--- config.mk ---
export PLATFORM = sky130hd
export DESIGN_NAME = spi_varclk_gen
export DESIGN_NICKNAME = d
export VERILOG_FILES = /design/src/rtl/spi_varclk_pkg.sv /design/src/rtl/spi_varclk_cfg.sv /design/src/rtl/spi_varclk_timer.sv /design/src/rtl/spi_varclk_seq.sv /design/src/rtl/spi_varclk_gen.sv
export SDC_FILE = /design/constraint.sdc
export NUM_CORES = 1
export LEC_CHECK = 0
export CAP_MARGIN = 20
export CORE_MARGIN = 1.5
export CORE_UTILIZATION = 50
export CTS_BUF_LIST = sky130_fd_sc_hd__clkbuf_2 sky130_fd_sc_hd__clkbuf_4 sky130_fd_sc_hd__clkbuf_8
export DETAILED_ROUTE_END_ITERATION = 8
export PLACE_DENSITY = 0.78
export RECOVER_POWER = 100
export SYNTH_ARGS = -nofsm -noshare
export SYNTH_HDL_FRONTEND = slang
export SYNTH_HIERARCHICAL = 1
export SYNTH_SLANG_ARGS = --single-unit
--- constraint.sdc ---
create_clock -name clk_i -period 3.2 [get_ports clk_i]
set_input_delay 0.32 -clock clk_i [delete_from_list [all_inputs] [get_ports clk_i]]
set_output_delay 0.32 -clock clk_i [all_outputs]
set_load 0.01 [all_outputs]
--- src/rtl/spi_varclk_pkg.sv ---
package spi_varclk_pkg;
  localparam int unsigned DEF_DIV_W  = 16;
  localparam int unsigned DEF_CYCLES = 16;

  typedef enum logic {
    EDGE_LEAD  = 1'b0,
    EDGE_TRAIL = 1'b1
  } edge_kind_e;
endpackage

--- src/rtl/spi_varclk_cfg.sv ---
module spi_varclk_cfg #(
  parameter int unsigned DIV_W       = 16,
  parameter int unsigned PAT_W       = 32,
  parameter bit          VAR_SUPPORT = 1'b1
) (
  input  logic               clk_i,
  input  logic               rst_ni,
  input  logic               load_i,
  input  logic               half_end_i,
  input  logic               master_i,
  input  logic               var_en_i,
  input  logic [PAT_W-1:0]   pattern_i,
  input  logic [2*DIV_W-1:0] div_word_i,
  output logic [DIV_W-1:0]   lim_o
);
  logic [DIV_W-1:0] div_lo_q, div_hi_q;

  always_ff @(posedge clk_i or negedge rst_ni) begin
    if (!rst_ni) begin
      div_lo_q <= '0;
      div_hi_q <= '0;
    end else if (load_i) begin
      div_lo_q <= div_word_i[DIV_W-1:0];
      div_hi_q <= div_word_i[2*DIV_W-1:DIV_W];
    end
  end

  generate
    if (VAR_SUPPORT) begin : g_var
      logic [PAT_W-1:0] pat_q;
      logic             var_q;

      // pattern shifts left per half-period; MSB is the live selector
      always_ff @(posedge clk_i or negedge rst_ni) begin
        if (!rst_ni) begin
          pat_q <= '0;
          var_q <= 1'b0;
        end else if (load_i) begin
          pat_q <= pattern_i;
          var_q <= var_en_i & master_i;
        end else if (half_end_i) begin
          pat_q <= {pat_q[PAT_W-2:0], 1'b0};
        end
      end

      assign lim_o = (var_q && pat_q[PAT_W-1]) ? div_hi_q : div_lo_q;
    end else begin : g_fixed
      logic unused_cfg;
      assign unused_cfg = ^{master_i, var_en_i, pattern_i, div_hi_q, half_end_i};
      assign lim_o      = div_lo_q;
    end
  endgenerate
endmodule

--- src/rtl/spi_varclk_timer.sv ---
module spi_varclk_timer #(
  parameter int unsigned DIV_W = 16
) (
  input  logic             clk_i,
  input  logic             rst_ni,
  input  logic             clear_i,
  input  logic             run_i,
  input  logic [DIV_W-1:0] lim_i,
  output logic             half_end_o
);
  logic [DIV_W-1:0] cnt_q;

  assign half_end_o = run_i && (cnt_q == lim_i);

  always_ff @(posedge clk_i or negedge rst_ni) begin
    if (!rst_ni)                     cnt_q <= '0;
    else if (clear_i || half_end_o)  cnt_q <= '0;
    else if (run_i)                  cnt_q <= cnt_q + 1'b1;
  end
endmodule

--- src/rtl/spi_varclk_seq.sv ---
module spi_varclk_seq
  import spi_varclk_pkg::*;
#(
  parameter int unsigned PAT_W = 32
) (
  input  logic clk_i,
  input  logic rst_ni,
  input  logic load_i,
  input  logic half_end_i,
  input  logic cpol_i,
  output logic sclk_o,
  output logic sample_o,
  output logic shift_o,
  output logic busy_o,
  output logic done_o
);
  localparam int unsigned HALF_W = $clog2(PAT_W);
  localparam logic [HALF_W-1:0] LAST_HALF = HALF_W'(PAT_W - 1);

  logic [HALF_W-1:0] half_q;
  logic              sclk_q, sample_q, shift_q, busy_q, done_q;
  edge_kind_e        kind;

  assign kind = edge_kind_e'(half_q[0]);

  always_ff @(posedge clk_i or negedge rst_ni) begin
    if (!rst_ni) begin
      half_q   <= '0;
      sclk_q   <= 1'b0;
      sample_q <= 1'b0;
      shift_q  <= 1'b0;
      busy_q   <= 1'b0;
      done_q   <= 1'b0;
    end else begin
      sample_q <= 1'b0;
      shift_q  <= 1'b0;
      done_q   <= 1'b0;
      if (load_i) begin
        busy_q <= 1'b1;
        half_q <= '0;
        sclk_q <= cpol_i;
      end else if (busy_q) begin
        if (half_end_i) begin
          sclk_q   <= ~sclk_q;
          sample_q <= (kind == EDGE_LEAD);
          shift_q  <= (kind == EDGE_TRAIL);
          half_q   <= half_q + 1'b1;
          if (half_q == LAST_HALF) begin
            busy_q <= 1'b0;
            done_q <= 1'b1;
          end
        end
      end else begin
        sclk_q <= cpol_i;
      end
    end
  end

  assign sclk_o   = sclk_q;
  assign sample_o = sample_q;
  assign shift_o  = shift_q;
  assign busy_o   = busy_q;
  assign done_o   = done_q;
endmodule

--- src/rtl/spi_varclk_gen.sv ---
module spi_varclk_gen
  import spi_varclk_pkg::*;
#(
  parameter int unsigned DIV_W       = DEF_DIV_W,
  parameter int unsigned CYCLES      = DEF_CYCLES,
  parameter bit          VAR_SUPPORT = 1'b1
) (
  input  logic                  clk_i,
  input  logic                  rst_ni,
  input  logic                  start_i,
  input  logic                  master_i,
  input  logic                  var_en_i,
  input  logic                  cpol_i,
  input  logic [2*CYCLES-1:0]   pattern_i,
  input  logic [2*DIV_W-1:0]    div_word_i,
  output logic                  sclk_o,
  output logic                  sample_o,
  output logic                  shift_o,
  output logic                  busy_o,
  output logic                  done_o
);
  localparam int unsigned PAT_W = 2 * CYCLES;

  logic             load, half_end, busy;
  logic [DIV_W-1:0] lim;

  assign load   = start_i & ~busy;
  assign busy_o = busy;

  spi_varclk_cfg #(
    .DIV_W(DIV_W), .PAT_W(PAT_W), .VAR_SUPPORT(VAR_SUPPORT)
  ) i_cfg (
    .clk_i(clk_i), .rst_ni(rst_ni), .load_i(load), .half_end_i(half_end),
    .master_i(master_i), .var_en_i(var_en_i), .pattern_i(pattern_i),
    .div_word_i(div_word_i), .lim_o(lim)
  );

  spi_varclk_timer #(.DIV_W(DIV_W)) i_timer (
    .clk_i(clk_i), .rst_ni(rst_ni), .clear_i(load), .run_i(busy),
    .lim_i(lim), .half_end_o(half_end)
  );

  spi_varclk_seq #(.PAT_W(PAT_W)) i_seq (
    .clk_i(clk_i), .rst_ni(rst_ni), .load_i(load), .half_end_i(half_end),
    .cpol_i(cpol_i), .sclk_o(sclk_o), .sample_o(sample_o), .shift_o(shift_o),
    .busy_o(busy), .done_o(done_o)
  );
endmodule

== Yosys cells after proc, flatten, opt, wreduce, memory -nomap -nowiden ==
Cells that the tools add are included.
Storage, ports and cells
  word-level logic and storage cells: 53
  register bits after elaboration: 91
  output and inout port bits: 5
  bits of input ports: 70
Operators by class
  eq/ne operators: 3
  reductions and logical operators: 7
  muxes and demuxes: 25
  add/sub/neg operators: 2
  bitwise gates (word level): 5
Operators by type and width (number)
  $mux 32: 2
  $mux 16: 3
  $mux 1: 17
  $add 16x1->16 const B: 1
  $eq 16x16->1: 1
  $mux 5: 3
  $reduce_bool 2->1: 3
  $add 5x1->5 const B: 1
  $eq 5x5->1 const B: 1
  $ne 3x3->1 const B: 1
  $not 1->1: 3
  $and 1x1->1: 2
  $logic_and 1x1->1: 2
  $reduce_and 2->1: 1
  $logic_or 1x1->1: 1

== Depth between registers and ports, before layout ==
Gate-level depths: netlist of run 1.
  depth after elaboration: 7
  gate-level depth with buffers: 11
  depth with buffers taken out: 9

== Modules after synthesis ==
The synthesis of run 1 kept the hierarchy.
By module, submodules not included
  spi_varclk_cfg: cells each 229, seq. area each 1626.6 um^2, area an instance 2984.1 um^2, instances 1
  spi_varclk_timer: cells each 102, seq. area each 400.4 um^2, area an instance 985.9 um^2, instances 1
  spi_varclk_seq: cells each 39, seq. area each 250.2 um^2, area an instance 429.2 um^2, instances 1
  spi_varclk_gen: cells each 1, seq. area each 0.0 um^2, area an instance 13.8 um^2, instances 1

== Least setup slack after synthesis of run 1 ==
Ideal clock, no wire load.
  kind: register -> register
  start point: reg i_cfg.g_var.var_q
  end point: reg i_cfg.g_var.pat_q[10]
  stages on the path, launching flop included: 12
  required time: 3.067 ns
  path slack: 0.217 ns
  period minus slack after synthesis: 2.983 ns
  arrival time: 2.850 ns
  path buffers: 3
  library setup time: 0.133 ns
  path through: dfrtp_1 nand2_4 buf_12 mux2_4 xor2_1 nor4_2 nand2b_1 nor4_1 buf_4 buf_8 mux2i_1 o21ai_0
On the way
  cells in the longest elaborated chain, start to end: 5
Ends and longest elaborated chain
  start: declaration: line spi_varclk_cfg.sv:31  | logic var_q;
  start signal: assignment: line spi_varclk_cfg.sv:40  | var_q <= var_en_i & master_i;
  $logic_and 1x1->1: line spi_varclk_cfg.sv:46  | assign lim_o = (var_q && pat_q[PAT_W-1]) ? div_hi_q : div_lo_q;
  $mux 16: line spi_varclk_cfg.sv:46
  named net lim[11]: line spi_varclk_gen.sv:25  | logic [DIV_W-1:0] lim;
  $eq 16x16->1: line spi_varclk_timer.sv:13  | assign half_end_o = run_i && (cnt_q == lim_i);
  $logic_and 1x1->1: line spi_varclk_timer.sv:13
  named net half_end: line spi_varclk_gen.sv:24  | logic load, half_end, busy;
  $reduce_bool 2->1 (no source line)
  end signal: assignment: line spi_varclk_cfg.sv:39  | pat_q <= pattern_i;
  end signal: assignment: line spi_varclk_cfg.sv:42  | pat_q <= {pat_q[PAT_W-2:0], 1'b0};
  end: declaration: line spi_varclk_cfg.sv:30  | logic [PAT_W-1:0] pat_q;
The timed path passes the listed nets, and every way through them passes these cells.
A chain may end at the register's enable or synchronous reset.

== Worst setup path in the final report of run 1 ==
  start point: in start_i
  end point: reg i_cfg.div_hi_q[7]
On the way
  cells in the longest elaborated chain, start to end: 1
Ends and longest elaborated chain
  start: declaration: line spi_varclk_gen.sv:10  | input logic start_i,
  $and 1x1->1: line spi_varclk_gen.sv:27  | assign load = start_i & ~busy;
  named net load: line spi_varclk_gen.sv:24
  end signal: assignment: line spi_varclk_cfg.sv:24  | div_hi_q <= div_word_i[2*DIV_W-1:DIV_W];
  end: declaration: line spi_varclk_cfg.sv:16  | logic [DIV_W-1:0] div_lo_q, div_hi_q;
The timed path passes the listed nets, and every way through them passes these cells.

==> out/qor.csv, run 1 <==
metric;value;unit
max_slew headroom;-0.370;
DR vias;2917;
drt total wl;8590;µm
GRT overflow;0;
I/O pin cnt;75;
critical path class;input pin to flip-flop;
row cnt;34;
count of cell types in the netlist;34;
Die Y;96.9;µm
first-pass GRT wire length;14700;µm
required time of the critical path;3440;ps
DRT Pass-1 Iters;4;
total power;3590;µW
switching share of power;0.282;
Initial Utilization;0.511;
actual slew at the worst max-slew pin;2050;ps
outcome;finished with violations;
Post-DP HPWL;6170;µm
startpoint types;input pin;
Nets;517;
crit-path max FO;23;
Die Footprint;9400;µm²
Skew-Pair Late Insertion Delay;350;ps
layout cells sized above 1;0.167;
Power Dens Cells;668;nW/µm²
DRC Markers;0;
violations in the final reports;capacitance limit, slew limit;
initial antenna violation count;0;
Hold WC Path Type;input pin to asynchronous set/reset pin;
total track usage;0.193;
# Post-CTS Setup Buffers;0;
P&R area growth vs syn;22.0;%
clock buffer depth;2;
largest net degree at the start of global routing;56;
Clk pin slew, worst setup/hold paths;90;ps
post-layout util;0.624;
Clock Root Buffer;clkbuf_8;
max frequency;336;MHz
Final Hold Vio Count;0;
Final Slew Violations;23;
Iter 0 DRT Violations;82;
Sink Count;91;
R2R setup slack;290;ps
yosys warns;6;
Synth top area share;0.516;
RSZ-0062 raised after global routing;no;
ranking of synthesized cells by area;dfrtp_1, mux2_2, mux2i_1, xnor2_1, o21ai_0;
crit end category;flip-flop;
flop and latch count out of synthesis;91;
Synth Instances;371;
final setup TNS;0;ps
wire per inst;15.4;µm
number of global-route vias before repair;3189;
mean post-synth cell area;11.9;µm²
syn nets;444;
Clk pwr share;0.251;
static leakage;0.00220;µW
GPL Wtd Cong;0.904;
Num CTS Buffers;9;
skew final;10.4;ps
period utilization;0.931;
Comb pwr share;0.257;
max_cap viols;1;
Worst Path Arrival;3220;ps
net load switching power;1010;µW
via density per instance;5.24;
Core Area;8640;µm²
H-Tree Depth;3;
PortBufs;74;
Int Power;2580;µW
Mapped Area;4410;µm²
Ant. Diodes;0;
fin crit period;2980;ps
post-synthesis sequential area ratio;0.516;
CTS tree;yes;
maximum vdd drop;307;µV
Resize count post-CTS;0;
Final setup violation count;0;
cell taking the most area after synthesis;dfrtp_1;
remaining antenna violation count;0;
Die W;96.9;µm
sequential share of power;0.492;
hold_buf cts;0;
[cells in the mapped netlist]
library cell and count:
a21oi_1 3, nand4_1 8, buf_8 3, and3_1 2
clkbuf_1 2, xor2_1 13, nand3_1 10, a21o_1 1
nand2_2 1, xnor2_1 21, o21ai_0 32, nor4_2 1
buf_12 1, buf_6 8, a41o_2 1, nor3b_1 1
dfrtp_1 91, or3_1 1, buf_2 2, buf_4 4
nand2_1 40, nor4_1 4, ha_1 3, nand2b_1 3
nor2b_4 1, mux2_4 10, nor3_1 3, inv_1 2
nand2_4 1, o21ai_1 3, clkbuf_8 1, mux2i_1 32
mux2_2 38, nor2_1 24
[registers in the layout (all words and copies together) (netlist names)]
| signal | flops |
|---|---|
| i_timer/cnt_q | 16 |
| i_seq/sclk_o | 1 |
| i_cfg/div_hi_q | 16 |
| i_seq/shift_o | 1 |
| i_seq/done_o | 1 |
| i_cfg/div_lo_q | 16 |
| i_cfg/g_var.pat_q | 32 |
| i_seq/half_q | 5 |
| i_cfg/g_var.var_q | 1 |
| i_seq/busy_o | 1 |
| i_seq/sample_o | 1 |
[cell type report]
type / instances / area [µm²]
inverter: 2 / 7.51
tap: 108 / 135
clock inverter: 3 / 68.8
timing repair buffer: 83 / 815
clock buffer: 13 / 173
fill: 707 / 3250
sequential: 91 / 2280
multi-input combinational: 257 / 1910
[final timing paths]
check / end / depth (start not counted) / start
setup / recovery: i_cfg/div_hi_q[7]$_DFFE_PN0P_ / 4 / start_i
max in group asynchronous: i_cfg/div_hi_q[14]$_DFFE_PN0P_ / 2 / rst_ni
hold reg to reg: i_cfg/div_hi_q[0]$_DFFE_PN0P_ / 1 / i_cfg/div_hi_q[0]$_DFFE_PN0P_
min in group clk_i: i_cfg/div_hi_q[0]$_DFFE_PN0P_ / 1 / i_cfg/div_hi_q[0]$_DFFE_PN0P_
setup reg to reg: i_seq/half_q[3]$_DFFE_PN0P_ / 9 / i_cfg/g_var.var_q$_DFFE_PN0P_
hold / removal: i_cfg/g_var.pat_q[29]$_DFFE_PN0P_ / 1 / rst_ni
[power by group through the flow]
stage | logic, µW | registers [µW] | clock network (µW)
5_1_grt | 1030 | 1820 | 976
3_5_place_dp | 937 | 1800 | 0
4_1_cts | 946 | 1780 | 924
2_1_floorplan | 747 | 1700 | 0
3_3_place_gp | 902 | 1780 | 0
6_report | 923 | 1770 | 902
[metal layers]
metal	share of wire	wire length, µm	track usage
met5	0	0	0
met4	0.013	111	0.0513
met3	0.034	295	0.0448
met2	0.50	4270	0.337
met1	0.46	3910	0.242
[kinds of logic (layout without fill, tap and decap cells)]
logic type	Yosys count	after routing	share of synthesized area
xor+xnor	34	34	0.0675
fa+ha+maj	3	3	0.00851
compound gates	40	40	0.0473
simple gates	100	100	0.106
buf+inv	23	101	0.0508
flops	91	91	0.516
mux	80	80	0.204
[worst max-delay path: stages]
cell and delay [ps]:
dlygate4sd3_1 530, nor2b_1 1540, clkbuf_2 460, mux2_2 360
[layout by cell type (no fill, tap or decap), types with 3 or more instances in the layout]
| cell | netlist | final |
|---|---|---|
| a21oi_1 | 3 | 3 |
| buf_4 | 4 | 3 |
| clkbuf_1 | 2 | 3 |
| clkbuf_8 | 1 | 12 |
| clkdlybuf4s50_1 | 0 | 68 |
| dfrtp_1 | 91 | 91 |
| dlygate4sd3_1 | 0 | 5 |
| ha_1 | 3 | 3 |
| mux2_2 | 38 | 38 |
| mux2_4 | 10 | 10 |
| mux2i_1 | 32 | 32 |
| nand2_1 | 40 | 40 |
| nand2b_1 | 3 | 3 |
| nand3_1 | 10 | 10 |
| nand4_1 | 8 | 8 |
| nor2_1 | 24 | 24 |
| nor3_1 | 3 | 3 |
| nor4_1 | 4 | 3 |
| o21ai_0 | 32 | 34 |
| xnor2_1 | 21 | 21 |
| xor2_1 | 13 | 13 |
[metrics by stage]
step                worst slack (ps)  instances  area, µm²  hold slack, ps
floorplan                        217        371       4410            24.4
global placement                 467        541       5170             404
detailed placement               358        541       5170             412
CTS                              314        557       5410            30.5
global route                    58.7        557       5390             374
finish                           220        557       5390             290
Power figures use the tool's default switching activity.
==> inputs of run 2 (changes only) <==
--- a/config.mk
+++ b/config.mk
@@ -9,6 +9,7 @@
 export CORE_MARGIN = 1.5
 export CORE_UTILIZATION = 50
 export CTS_BUF_LIST = sky130_fd_sc_hd__clkbuf_2 sky130_fd_sc_hd__clkbuf_4 sky130_fd_sc_hd__clkbuf_8
+export CTS_CLUSTER_SIZE = 30
 export DETAILED_ROUTE_END_ITERATION = 8
 export PLACE_DENSITY = 0.78
 export RECOVER_POWER = 100
==> results of run 2 <==
Final layout, timing and power as in run 1 (identical DEF).
